<file path="src/rtl/vecreg_pkg.sv">
package vecreg_pkg;

    localparam int VEC_W      = 8;
    localparam int SRC_PER_CH = 4;
    localparam int NUM_CH     = 2;
    localparam int NUM_SRC    = NUM_CH * SRC_PER_CH;
    localparam int CODE_W     = $clog2(NUM_SRC);

    typedef logic [VEC_W-1:0]  vec_t;
    typedef logic [CODE_W-1:0] code_t;
    typedef logic [NUM_SRC-1:0] src_vec_t;

    // Source bit positions inside one channel's pending bundle
    typedef enum int {
        SRC_EXT_STAT = 0,
        SRC_TX_EMPTY = 1,
        SRC_RX_AVAIL = 2,
        SRC_RX_SPCL  = 3
    } src_idx_e;

    typedef enum logic [1:0] {
        OP_IDLE = 2'd0,
        OP_READ = 2'd1,
        OP_IACK = 2'd2
    } bus_op_e;

    typedef struct packed {
        logic  hit;
        code_t code;
    } prio_t;

    // Splice a priority code into the low bits of a vector
    function automatic vec_t splice_code(vec_t base, code_t code);
        vec_t r;
        r = base;
        r[CODE_W-1:0] = code;
        return r;
    endfunction

endpackage

</file>
<file path="src/rtl/vecreg_store.sv">
module vecreg_store
    import vecreg_pkg::*;
#(
    parameter vec_t RESET_VALUE = vec_t'(8'h0F)
) (
    input  logic clk,
    input  logic rst,
    input  logic wr_en,
    input  vec_t wdata,
    output vec_t vec_q
);

    always_ff @(posedge clk) begin
        if (rst) begin
            vec_q <= RESET_VALUE;
        end else if (wr_en) begin
            vec_q <= wdata;
        end
    end

endmodule

</file>
<file path="src/rtl/vecreg_prio.sv">
module vecreg_prio
    import vecreg_pkg::*;
(
    input  src_vec_t req,
    output prio_t    result
);

    // Ripple chain from lowest index upward: a later stage overrides,
    // so the highest set index wins.
    logic  hit_c  [NUM_SRC+1];
    code_t code_c [NUM_SRC+1];

    assign hit_c[0]  = 1'b0;
    assign code_c[0] = '0;

    for (genvar i = 0; i < NUM_SRC; i++) begin : g_stage
        assign hit_c[i+1]  = req[i] | hit_c[i];
        assign code_c[i+1] = req[i] ? code_t'(i) : code_c[i];
    end

    assign result.hit  = hit_c[NUM_SRC];
    assign result.code = code_c[NUM_SRC];

endmodule

</file>
<file path="src/rtl/vecreg_merge.sv">
module vecreg_merge
    import vecreg_pkg::*;
(
    input  vec_t    vec_q,
    input  prio_t   prio,
    input  logic    stat_vec,
    input  bus_op_e op,
    output vec_t    rdata,
    output logic    data_oe
);

    vec_t shown;

    always_comb begin
        if (stat_vec && prio.hit) begin
            shown = splice_code(vec_q, prio.code);
        end else begin
            shown = vec_q;
        end
    end

    always_comb begin
        unique case (op)
            OP_READ, OP_IACK: begin
                rdata   = shown;
                data_oe = 1'b1;
            end
            default: begin
                rdata   = '0;
                data_oe = 1'b0;
            end
        endcase
    end

endmodule

</file>
<file path="src/rtl/irq_vector_reg.sv">
module irq_vector_reg
    import vecreg_pkg::*;
#(
    parameter vec_t RESET_VALUE = vec_t'(8'h0F)
) (
    input  logic                  clk,
    input  logic                  rst,
    input  logic                  wr_a,
    input  logic                  wr_b,
    input  logic                  rd_a,
    input  logic                  rd_b,
    input  logic                  iack,
    input  logic [VEC_W-1:0]      wdata,
    input  logic                  stat_vec,
    input  logic [SRC_PER_CH-1:0] pend_a,
    input  logic [SRC_PER_CH-1:0] pend_b,
    output logic [VEC_W-1:0]      rdata,
    output logic                  data_oe
);

    vec_t     vec_q;
    src_vec_t req;
    prio_t    prio;
    bus_op_e  op;

    // Channel A occupies the upper code range so it outranks channel B
    assign req = {pend_a, pend_b};

    always_comb begin
        if (iack) begin
            op = OP_IACK;
        end else if (rd_a || rd_b) begin
            op = OP_READ;
        end else begin
            op = OP_IDLE;
        end
    end

    vecreg_store #(
        .RESET_VALUE(RESET_VALUE)
    ) u_store (
        .clk   (clk),
        .rst   (rst),
        .wr_en (wr_a | wr_b),
        .wdata (wdata),
        .vec_q (vec_q)
    );

    vecreg_prio u_prio (
        .req    (req),
        .result (prio)
    );

    vecreg_merge u_merge (
        .vec_q    (vec_q),
        .prio     (prio),
        .stat_vec (stat_vec),
        .op       (op),
        .rdata    (rdata),
        .data_oe  (data_oe)
    );

endmodule

</file>
<file path="config.mk">
export PLATFORM = sky130hd
export DESIGN_NAME = irq_vector_reg
export DESIGN_NICKNAME = d
export VERILOG_FILES = /design/src/rtl/vecreg_pkg.sv /design/src/rtl/vecreg_store.sv /design/src/rtl/vecreg_prio.sv /design/src/rtl/vecreg_merge.sv /design/src/rtl/irq_vector_reg.sv
export SDC_FILE = /design/constraint.sdc
export NUM_CORES = 1
export LEC_CHECK = 0
export ABC_CLOCK_PERIOD_IN_PS = 3900
export BUFFER_PORTS_ARGS = -buffer_cell sky130_fd_sc_hd__buf_2
export CAP_MARGIN = 10
export CORE_AREA = 2 2 39 41
export CTS_CLUSTER_DIAMETER = 100
export DETAILED_ROUTE_END_ITERATION = 16
export DIE_AREA = 0 0 41 43
export PLACE_DENSITY = 0.69
export SETUP_SLACK_MARGIN = 0.2
export SYNTH_ARGS = -nofsm -noshare
export SYNTH_HDL_FRONTEND = slang
export SYNTH_SLANG_ARGS = --single-unit
</file>
<file path="constraint.sdc">
create_clock -name clk -period 3.9 [get_ports clk]
set_input_delay 0.78 -clock clk [delete_from_list [all_inputs] [get_ports clk]]
set_output_delay 0.78 -clock clk [all_outputs]
set_load 0.005 [all_outputs]
</file>
==> metrics.json, run 1 <==
{
  "regs_by_ff_count": "u_store.vec_q (8)",
  "timing.final.hold_violations": 0,
  "route.detailed.vias_per_inst": 4.75,
  "largest_register_ffs": 8,
  "die-width_um": 41,
  "synth_sequential_area_ratio_pct": 36.8,
  "cap_viol_max_count": 0,
  "worst_r2r_endpoint": "u_store.vec_q[2]$_SDFFE_PP1P_",
  "pin_count_of_the_biggest_net_entering_global_routing": 13,
  "synth.area.top_cells": "dfxtp_1 (37%), nor2b_1 (13%), a211o_1 (8.0%)",
  "insertedDiodeCount": 0,
  "cts_hold_buffers": 0,
  "worst_path_largest_cell_delay_ps": 530,
  "slowest_stage": "or4_1",
  "boundary_pins": 33,
  "clock_net_sink_count": 8,
  "tritoncts": "done",
  "timing.reg2reg.worst_path_depth": 1,
  "min_delay_worst_endpoint": "u_store.vec_q[7]$_SDFFE_PP0P_",
  "synth_warnings": 0,
  "syn_to_final_growth_pct": 46.6,
  "synth-seq-cells": 8,
  "final.fill_count": 150,
  "globalRoute.totalOverflow": 0,
  "yosysTopAreaCell": "dfxtp_1",
  "worstSetupStartpointType": "primary input",
  "setup_violators_final": 0,
  "worst_tran_pin_value_ps": 702,
  "syn_nets": 80,
  "setup_total_negative_slack_ps": 0,
  "synth.most_common_cell": "nor2b_1",
  "skew_ps": 0,
  "hold_path_class": "flop to flop",
  "grt_antenna_before_repair": 0,
  "worst_hold_path.num_cells": 2,
  "p_leak_nw": 0.314,
  "fp.coreArea_sq_um": 1380,
  "floorplan.die_area_sq_um": 1760,
  "hp-start": "u_store.vec_q[7]$_SDFFE_PP0P_",
  "first_global_vias": 450,
  "post-synth-top-area-fraction_pct": 36.8,
  "syn_area_sq_um": 435,
  "crit_family": "simple AND/OR/NAND/NOR gates",
  "floorplan.initialDensity_pct": 31.5,
  "floorplan.rows": 14,
  "drt_first_pass_iters": 2,
  "outcome": "complete, no violations",
  "pwr_density_cell_nw_per_um2": 303,
  "timing.max_slew.rel_slack_pct": 53.1,
  "die-height_um": 43,
  "multi_input_comb_area_sq_um": 256,
  "clk_pin_slew_ps": 50,
  "final_layout_size_suffix_gt1_share_pct": 42.2,
  "cp_data_required_time_ps": 3120,
  "crit_buf_inv": 2,
  "grt_pass1_wl_um": 1590,
  "post_synth.cell_area_avg_sq_um": 7.78,
  "cts_root_buffer": "clkbuf_4",
  "syn-instance-count": 56,
  "hold-worst-slack_ps": 446,
  "area.sequential_sq_um": 160,
  "worst-endpoint-arrival_ps": 2020,
  "cell_repeated_most_along_the_worst_path": "buf_2",
  "place.gp.congestion": 0.645,
  "cell_by_cell_listing_of_the_critical_path": "buf_2 > or4_1 > o21a_1 > nor4b_1 > nor3_2 > buf_2",
  "reg2reg_from": "u_store.vec_q[2]$_SDFFE_PP1P_",
  "synth_async_sr_flop_share_pct": 0,
  "cts_made_buffers": 3,
  "cts_setup_buffers": 0,
  "critical_path.max_fanout": 4,
  "ys_types": 19,
  "ir_worst_vdd_v": 0.000146,
  "drtAntennaViolNets": 0,
  "num-nets-final": 116,
  "timing.final.max_slew_violations": 0,
  "timing.reg2reg.setup_slack_ps": 3240,
  "registers.top_by_ff_count": "u_store.vec_q",
  "dr.first_iter.drc_count": 3,
  "cts-htree-levels": 1,
  "totalWireLength_um": 1030,
  "yosys-top-cells-count": "nor2b_1 (9), dfxtp_1 (8), a21oi_1 (6)",
  "endpoint_kind": "output pin",
  "rsz_0062_raised_after_global_routing": "false",
  "hpwl_um": 809,
  "max_freq_mhz": 357,
  "criticalPathCategory": "primary input to output pin",
  "drc": 0,
  "numPortBuffers": 32,
  "longest_clk_path_bufs": 2,
  "yosys_most_used_dff": "dfxtp_1",
  "timing.final.crit_period_ps": 2800,
  "clk_latency_ps": 240,
  "grt_use_total_pct": 13.5,
  "final_cycle_share_pct": 71.9,
  "cts_resized": 0,
  "wl_per_cell_um": 9.68,
  "synth-edff-count": 0,
  "via_count": 504
}
[routing by layer]
layer | routed length [um] | vias up | GRT usage (%)
li1 | - | 267 | -
met1 | 465 | 215 | 13.4
met2 | 473 | 20 | 22.5
met3 | 77 | 2 | 3.14
met4 | 10 | 0 | 10.0
met5 | 0 | - | 0
[kinds of logic after synthesis]
kind of cell    share of synthesized area (%)
simple gates                             32.5
compound gates                           26.4
flops                                    36.8
buf+inv                                  4.31
[power breakdown]
part	internal (mW)	switching, mW	total (mW)
Sequential	0.0874	0.00237	0.0898
Clock	0.0350	0.0255	0.0606
Combinational	0.0236	0.0194	0.0430
[worst max-delay path by stage]
stage                     startpoint  endpoint  slack, ps  cells past startpoint
after global placement     pend_b[0]  rdata[1]       1100                      6
after detailed placement   pend_b[0]  rdata[1]       1100                      6
final                      pend_b[0]  rdata[1]       1100                      6
after CTS                  pend_b[0]  rdata[1]       1090                      6
after floorplan            pend_b[0]  rdata[1]       1320                      4
after global routing       pend_b[0]  rdata[1]       1030                      6
[layout by cell type, fill, tap and decap left out, drive strengths merged]
cell,instances
a211o,4
a21oi,6
a22oi,1
buf,33
clkbuf,3
dfxtp,8
inv,3
nand2,5
nor2,5
nor2b,9
nor3,3
nor4b,1
o21a,1
o21ai,5
o311a,1
or4,2
[worst min-delay path: cells and delay by family (launching register included)]
family	cells	cell delay, ps
simple gates	1	50
flops	1	300
compound gates	1	50
[final cells by class]
| type | count | area share (%) |
|---|---|---|
| flip-flops and latches | 8 | 25.1 |
| clock buffers | 3 | 3.53 |
| repair buffers | 33 | 26.3 |
| well taps | 16 | 3.14 |
| multi-input cells | 43 | 40.2 |
| inverters | 3 | 1.76 |
[stage by stage]
step / instances / utilization, % / power (mW) / setup WS, ps / area, sq um
after global placement: 103 / 44.5 / 0.134 / 1100 / 616
after CTS: 106 / 46.1 / 0.197 / 1090 / 638
final: 106 / 46.1 / 0.193 / 1100 / 638
after floorplan: 56 / - / 0.112 / 1320 / 435
after global routing: 106 / 46.1 / 0.208 / 1030 / 638
after detailed placement: 103 / 44.5 / 0.135 / 1100 / 616
No activity file was read; power rests on OpenSTA's default activity.
==> inputs of run 2 (changes only) <==
- ABC_CLOCK_PERIOD_IN_PS: 3900 -> 2400
- CORE_AREA: 2 2 39 41 -> unset
- CORE_MARGIN: unset -> 2
- CORE_UTILIZATION: unset -> 33
- DIE_AREA: 0 0 41 43 -> unset
- PLACE_DENSITY: 0.69 -> 0.72
- clock period: 3.9 -> 2.4 ns (I/O delays scaled with it)
==> run 2 against run 1 <==
Net effect: register-to-register slack worse by 1500 ps; clock power up 68%; clock skew unchanged; non-clock buffer count unchanged; routed wire length up 6.3%; via count up 4.0%; critical path type unchanged; highest routed layer is now met3.
==> metrics.json, run 2 (synthesized netlist as in run 1, its figures left out) <==
{
  "cp_data_required_time": {"value": 1920, "unit": "ps", "change": "-1200 ps"},
  "p_leak": {"value": 0.318, "unit": "nW", "change": "+1.1%"},
  "timing.max_slew.rel_slack": {"value": 52.9, "unit": "%", "change": "-0.18 points"},
  "hpwl": {"value": 822, "unit": "um", "change": "+1.6%"},
  "timing.final.crit_period_ps": 2210,
  "cts_root_buffer": "clkbuf_4",
  "place.gp.congestion": {"value": 0.632, "change": "-2.1%"},
  "power": {"value": 0.321, "unit": "mW", "change": "+66%"},
  "boundary_pins": {"value": 33, "change": "unchanged"},
  "drtAntennaViolNets": {"value": 0, "change": "unchanged"},
  "timing.final.hold_violations": {"value": 0, "change": "unchanged"},
  "floorplan.rows": {"value": 13, "change": "-1"},
  "grt_use_total": {"value": 12.8, "unit": "%", "change": "-0.69 points"},
  "floorplan.die_area": {"value": 1630, "unit": "sq um", "change": "-7.8%"},
  "syn_to_final_growth_pct": 48.6,
  "die-width": {"value": 40.3, "unit": "um", "change": "-1.6%"},
  "final_cycle_share_pct": 92.2,
  "skew": {"value": 0, "unit": "ps", "change": "unchanged"},
  "clk_pin_slew": {"value": 50, "unit": "ps", "change": "about the same"},
  "cts-htree-levels": {"value": 1, "change": "unchanged"},
  "max_freq_mhz": 452,
  "worst-endpoint-arrival": {"value": 1730, "unit": "ps", "change": "-290 ps"},
  "rsz_0062_raised_after_global_routing": "true",
  "multi_input_comb_area": {"value": 260, "unit": "sq um", "change": "+1.5%"},
  "critical_path.max_fanout": {"value": 4, "change": "unchanged"},
  "setup_violators_final": {"value": 0, "change": "unchanged"},
  "fp.coreArea": {"value": 1270, "unit": "sq um", "change": "-8.3%"},
  "via_count": {"value": 524, "change": "+4.0%"},
  "outcome": "complete, no violations",
  "cts_made_buffers": {"value": 3, "change": "unchanged"},
  "die-height": {"value": 40.3, "unit": "um", "change": "-6.2%"},
  "final.fill_count": {"value": 117, "change": "-22%"},
  "cell_by_cell_listing_of_the_critical_path": "buf_2 > or4_4 > o21a_1 > nor4b_1 > nor3_2 > buf_2",
  "grt_antenna_before_repair": {"value": 0, "change": "unchanged"},
  "pwr_density_cell": {"value": 496, "unit": "nW/um^2", "change": "+64%"},
  "clk_latency": {"value": 250, "unit": "ps", "change": "about the same"},
  "area.sequential": {"value": 160, "unit": "sq um", "change": "unchanged"},
  "cts_hold_buffers": {"value": 0, "change": "unchanged"},
  "floorplan.initialDensity": {"value": 34.3, "unit": "%", "change": "+2.9 points"},
  "crit_buf_inv": {"value": 2, "change": "unchanged"},
  "drt_first_pass_iters": {"value": 4, "change": "+2"},
  "numPortBuffers": {"value": 32, "change": "unchanged"},
  "pin_count_of_the_biggest_net_entering_global_routing": {"value": 13, "change": "unchanged"},
  "finalCoreUtilization": {"value": 51.0, "unit": "%", "change": "+4.9 points"},
  "globalRoute.totalOverflow": {"value": 0, "change": "unchanged"},
  "slowest_stage": "or4_4",
  "route.detailed.vias_per_inst": {"value": 4.99, "change": "+5.0%"},
  "ir_worst_vdd": {"value": 0.000255, "unit": "V", "change": "+75%"},
  "grt_pass1_wl": {"value": 1390, "unit": "um", "change": "-13%"},
  "longest_clk_path_bufs": {"value": 2, "change": "unchanged"},
  "regs_by_ff_count": "u_store.vec_q (8)",
  "crit_family": "simple AND/OR/NAND/NOR gates",
  "num-nets-final": {"value": 116, "change": "unchanged"},
  "worst_path_largest_cell_delay": {"value": 510, "unit": "ps", "change": "-20 ps"},
  "drc": {"value": 0, "change": "unchanged"},
  "worst_tran_pin_value": {"value": 704, "unit": "ps", "change": "+2.74 ps"},
  "clock_net_sink_count": {"value": 8, "change": "unchanged"},
  "most_common_cell_after_layout_fill_and_taps_aside": "buf_2",
  "dr.first_iter.drc_count": {"value": 2, "change": "-1"},
  "endpoint_kind": "output pin",
  "hold-worst-slack": {"value": 444, "unit": "ps", "change": "-2.12 ps"},
  "hold_path_class": "flop to flop",
  "criticalPathCategory": "primary input to output pin",
  "cell_repeated_most_along_the_worst_path": "buf_2",
  "totalWireLength": {"value": 1090, "unit": "um", "change": "+6.3%"},
  "worstSetupStartpointType": "primary input",
  "timing.final.max_slew_violations": {"value": 0, "change": "unchanged"},
  "tritoncts": "done",
  "first_global_vias": {"value": 372, "change": "-17%"},
  "wl_per_cell": {"value": 10.4, "unit": "um", "change": "+7.3%"},
  "cap_viol_max_count": {"value": 0, "change": "unchanged"},
  "final_layout_size_suffix_gt1_share": {"value": 43.3, "unit": "%", "change": "+1.1 points"},
  "final_cell_mix": "buf_2 (31), nor2b_1 (9), dfxtp_1 (8)",
  "cts_setup_buffers": {"value": 0, "change": "unchanged"},
  "setup_total_negative_slack": {"value": 0, "unit": "ps", "change": "unchanged"},
  "largest_register_ffs": {"value": 8, "change": "unchanged"},
  "insertedDiodeCount": {"value": 0, "change": "unchanged"},
  "registers.top_by_ff_count": "u_store.vec_q"
}
run 2: changes by cell type in the layout (fill, tap and decap cells not counted):
cell | previous run | this run
buf_2 | 32 | 31
buf_6 | 0 | 1
or4_1 | 1 | 0
or4_4 | 1 | 2
run 2: what timing repair did:
action                     CTS  global route
pin swaps                    0             2
setup endpoints to repair    1             2
gates resized for setup      0             3
run 2: power by group:
part           internal [mW]  switching [mW]
Combinational         0.0399          0.0324
Clock                 0.0572          0.0452
Sequential             0.142         0.00415
Total                  0.239          0.0817
run 2: path summary, 6_finish.rpt:
check                                                     end  depth (start not counted)  slack [ps]                          start
worst min register to register  u_store.vec_q[5]$_SDFFE_PP0P_                          2         440  u_store.vec_q[5]$_SDFFE_PP0P_
worst max-delay path                                 rdata[1]                          6         190                      pend_a[1]
worst max register to register  u_store.vec_q[2]$_SDFFE_PP1P_                          1        1730  u_store.vec_q[2]$_SDFFE_PP1P_
worst min-delay path            u_store.vec_q[5]$_SDFFE_PP0P_                          2         440  u_store.vec_q[5]$_SDFFE_PP0P_
run 2: cell type report:
| cell class | instances | area share (%) |
|---|---|---|
| clock buffers | 3 | 3.48 |
| inverters | 3 | 1.74 |
| multi-input cells | 43 | 40.2 |
| flip-flops and latches | 8 | 24.8 |
| well taps | 15 | 2.90 |
| repair buffers | 33 | 26.9 |
run 2: stage by stage:
stage / instance area [sq um] / cells / setup slack, ps
3_3_place_gp: 614 / 102 / 200
2_1_floorplan: 435 / 56 / 421
5_1_grt: 647 / 105 / 115
3_5_place_dp: 614 / 102 / 189
4_1_cts: 637 / 105 / 187
6_report: 647 / 105 / 187
run 2: per-layer routing:
layer | up-vias | share of wire, % | track usage (%)
li1 | 266 | - | -
met1 | 234 | 44 | 14.4
met2 | 24 | 46 | 21.0
met3 | 0 | 10 | 2.22
met4 | 0 | 0 | 10.0
met5 | - | 0 | 0
==> inputs of run 3 (changes only) <==
- CORE_UTILIZATION: 33 -> 35
- PLACE_DENSITY: 0.72 -> 0.73
- SETUP_SLACK_MARGIN: 0.2 -> 0.3
- SYNTH_HIERARCHICAL: unset -> 1
==> run 3 against run 2 <==
Net effect: area after synthesis up 11%; critical path depth unchanged; combinational power increased by 21%; fmax is 10% higher.
==> metrics.json, run 3 <==
{
  "worst_tran_pin_value": {"value": 491, "unit": "ps", "change": "-213 ps"},
  "worst_slack": {"value": 395, "unit": "ps", "change": "+208 ps"},
  "cts_setup_buffers": {"value": 0, "change": "unchanged"},
  "outcome": "complete, no violations",
  "rsz_0062_raised_after_global_routing": "false",
  "synth_async_sr_flop_share": {"value": 0, "unit": "%", "change": "unchanged"},
  "cts_made_buffers": {"value": 3, "change": "unchanged"},
  "place_worst_setup_slack": {"value": 408, "unit": "ps", "change": "+219 ps"},
  "synth-edff-count": {"value": 0, "change": "unchanged"},
  "pin_count_of_the_biggest_net_entering_global_routing": {"value": 13, "change": "unchanged"},
  "clk_latency": {"value": 250, "unit": "ps", "change": "about the same"},
  "criticalPathCategory": "primary input to output pin",
  "synth_warnings": {"value": 6, "change": "+6"},
  "cts_resized": {"value": 0, "change": "unchanged"},
  "final_cell_mix": "buf_2 (32), nor2_1 (8), dfxtp_1 (8)",
  "post-synth-top-area-fraction": {"value": 33.0, "unit": "%", "change": "-3.8 points"},
  "worst-endpoint-arrival": {"value": 1520, "unit": "ps", "change": "-210 ps"},
  "floorplan.initialDensity": {"value": 37.3, "unit": "%", "change": "+3.0 points"},
  "cts_root_buffer": "clkbuf_4",
  "synth-seq-cells": {"value": 8, "change": "unchanged"},
  "skew": {"value": 0, "unit": "ps", "change": "unchanged"},
  "worstSetupStartpointType": "primary input",
  "final_layout_size_suffix_gt1_share": {"value": 51.7, "unit": "%", "change": "+8.4 points"},
  "floorplan.rows": {"value": 13, "change": "unchanged"},
  "post_synth.cell_area_avg": {"value": 8.67, "unit": "sq um", "change": "+11%"},
  "critical_path.max_fanout": {"value": 6, "change": "+2"},
  "drt_first_pass_iters": {"value": 4, "change": "unchanged"},
  "grt_pass1_wl": {"value": 1550, "unit": "um", "change": "+12%"},
  "dr.first_iter.drc_count": {"value": 9, "change": "+7"},
  "clock_net_sink_count": {"value": 8, "change": "unchanged"},
  "totalWireLength": {"value": 1130, "unit": "um", "change": "+3.6%"},
  "syn-instance-count": {"value": 56, "change": "unchanged"},
  "timing.final.crit_period": {"value": 2000, "unit": "ps", "change": "-208 ps"},
  "cts-htree-levels": {"value": 1, "change": "unchanged"},
  "syn_area": {"value": 485, "unit": "sq um", "change": "+11%"},
  "cts_hold_buffers": {"value": 0, "change": "unchanged"},
  "cell_by_cell_listing_of_the_critical_path": "buf_2 > nor2_1 > nand4_1 > a21bo_2 > a21oi_1 > buf_2",
  "setup_total_negative_slack": {"value": 0, "unit": "ps", "change": "unchanged"},
  "pwr_density_cell": {"value": 498, "unit": "nW/um^2", "change": "+0.51%"},
  "hpwl": {"value": 867, "unit": "um", "change": "+5.4%"},
  "route.detailed.vias_per_inst": {"value": 4.92, "change": "-1.4%"},
  "largest_register_ffs": {"value": 8, "change": "unchanged"},
  "critPathCapture": "rdata[1]",
  "regs_by_ff_count": "u_store/vec_q (8)",
  "max_freq": {"value": 499, "unit": "MHz", "change": "+10%"},
  "cap_viol_max_count": {"value": 0, "change": "unchanged"},
  "ir_worst_vdd": {"value": 0.000241, "unit": "V", "change": "-5.6%"},
  "critical_path_cell_count": {"value": 6, "change": "unchanged"},
  "num-nets-final": {"value": 115, "change": "-0.86%"},
  "place.gp.congestion": {"value": 0.638, "change": "+0.97%"},
  "registers.top_by_ff_count": "u_store/vec_q",
  "final.fill_count": {"value": 150, "change": "+28%"},
  "wl_per_cell": {"value": 10.9, "unit": "um", "change": "+4.6%"},
  "timing.final.hold_violations": {"value": 0, "change": "unchanged"},
  "crit_family": "simple AND/OR/NAND/NOR gates",
  "tritoncts": "done",
  "insertedDiodeCount": {"value": 0, "change": "unchanged"},
  "yosys-top-cells-count": "dfxtp_1 (8), nor2_1 (8), a21oi_1 (5)",
  "setup_violators_final": {"value": 0, "change": "unchanged"},
  "worst_r2r_endpoint": "u_store/vec_q[1]$_SDFFE_PP1P_",
  "ys_types": {"value": 23, "change": "+4"},
  "boundary_pins": {"value": 33, "change": "unchanged"},
  "globalRoute.totalOverflow": {"value": 0, "change": "unchanged"},
  "first_global_vias": {"value": 441, "change": "+19%"},
  "hold_path_class": "primary input to flop",
  "crit_buf_inv": {"value": 2, "change": "unchanged"},
  "slowest_stage": "a21bo_2",
  "syn_nets": {"value": 80, "change": "unchanged"},
  "timing.reg2reg.setup_slack": {"value": 1590, "unit": "ps", "change": "-140 ps"},
  "most_common_cell_after_layout_fill_and_taps_aside": "buf_2",
  "cell_repeated_most_along_the_worst_path": "buf_2",
  "setup.worst_path.start": "pend_b[2]",
  "worst_path_largest_cell_delay": {"value": 260, "unit": "ps", "change": "-250 ps"},
  "final_cycle_share": {"value": 83.5, "unit": "%", "change": "-8.7 points"},
  "synth_sequential_area_ratio": {"value": 33.0, "unit": "%", "change": "-3.8 points"},
  "cp_data_required_time": {"value": 1920, "unit": "ps", "change": "about the same"},
  "endpoint_kind": "output pin",
  "grt_antenna_before_repair": {"value": 0, "change": "unchanged"},
  "floorplan.die_area": {"value": 1700, "unit": "sq um", "change": "+4.6%"},
  "via_count": {"value": 512, "change": "-2.3%"},
  "longest_clk_path_bufs": {"value": 2, "change": "unchanged"},
  "timing.max_slew.rel_slack": {"value": 67.3, "unit": "%", "change": "+14 points"},
  "numPortBuffers": {"value": 32, "change": "unchanged"},
  "drtAntennaViolNets": {"value": 0, "change": "unchanged"},
  "synth.area.top_cells": "dfxtp_1 (33%), mux2i_1 (8.2%), a21bo_2 (6.2%)",
  "syn_to_final_growth_pct": 38.4,
  "p_leak": {"value": 0.363, "unit": "nW", "change": "+14%"},
  "timing.reg2reg.worst_path_depth": {"value": 2, "change": "+1"},
  "clk_pin_slew": {"value": 50, "unit": "ps", "change": "about the same"},
  "die-height": {"value": 41.2, "unit": "um", "change": "+2.3%"},
  "reg2reg_from": "u_store/vec_q[1]$_SDFFE_PP1P_",
  "timing.final.max_slew_violations": {"value": 0, "change": "unchanged"},
  "yosysTopAreaCell": "dfxtp_1",
  "yosys_most_used_dff": "dfxtp_1",
  "die-width": {"value": 41.2, "unit": "um", "change": "+2.3%"},
  "fp.coreArea": {"value": 1300, "unit": "sq um", "change": "+2.6%"},
  "grt_use_total": {"value": 14.5, "unit": "%", "change": "+1.7 points"},
  "drc": {"value": 0, "change": "unchanged"}
}
==> run 3: layout make-up <==
type                            count  area [sq um]  area share, %
Clock buffer                        3          22.5           3.35
Inverter                            3          11.3           1.68
Multi-Input combinational cell     43           299           44.5
Sequential cell                     8           160           23.8
Tap cell                           15          18.8           2.79
Timing Repair Buffer               32           160           23.8
==> run 3: kinds of logic (layout without fill, tap and decap cells) <==
group	after synthesis	after routing	share of synthesized area (%)
and+or+nand+nor	23	23	25.8
AOI/OAI and AO/OA	15	15	24.2
DFF	8	8	33.0
buffers and inverters	5	38	5.41
muxes	4	4	8.25
xor gates and xnor gates	1	1	3.35
==> run 3: where the power goes <==
| part | leakage [nW] | internal [mW] | switching, mW |
|---|---|---|---|
| clock | 0.0138 | 0.0571 | 0.0442 |
| sequential | 0.0667 | 0.142 | 0.00363 |
| combinational | 0.282 | 0.0491 | 0.0386 |
| total | 0.363 | 0.248 | 0.0865 |
==> run 3: worst min path at each step <==
| stage | startpoint | depth (start not counted) | to |
|---|---|---|---|
| after floorplan | u_store/vec_q[4]$_SDFFE_PP0P_ | 2 | u_store/vec_q[4]$_SDFFE_PP0P_ |
| after global placement | u_store/vec_q[4]$_SDFFE_PP0P_ | 2 | u_store/vec_q[4]$_SDFFE_PP0P_ |
| after CTS | wdata[2] | 2 | u_store/vec_q[2]$_SDFFE_PP1P_ |
| after detailed placement | u_store/vec_q[5]$_SDFFE_PP0P_ | 2 | u_store/vec_q[5]$_SDFFE_PP0P_ |
| final | wdata[2] | 2 | u_store/vec_q[2]$_SDFFE_PP1P_ |
| after global routing | wdata[3] | 2 | u_store/vec_q[3]$_SDFFE_PP1P_ |
==> run 3: metal layers <==
layer / share of wire [%] / up-vias / track usage (%) / wire length [um]
met5: 0 / - / 0 / 0
met4: 0 / 0 / 9.68 / 0
met3: 8.8 / 0 / 2.72 / 100
met2: 48 / 24 / 27.3 / 541
met1: 43 / 228 / 13.9 / 488
li1: - / 260 / - / -
==> run 3: through the flow <==
stage	hold WS [ps]	power, mW	cell area [sq um]	util, %	instances
floorplan	452	0.198	485	-	56
global placement	466	0.234	649	49.9	101
detailed placement	482	0.237	649	49.9	101
CTS	422	0.345	672	51.6	104
global route	421	0.357	672	51.6	104
finish	434	0.335	672	51.6	104
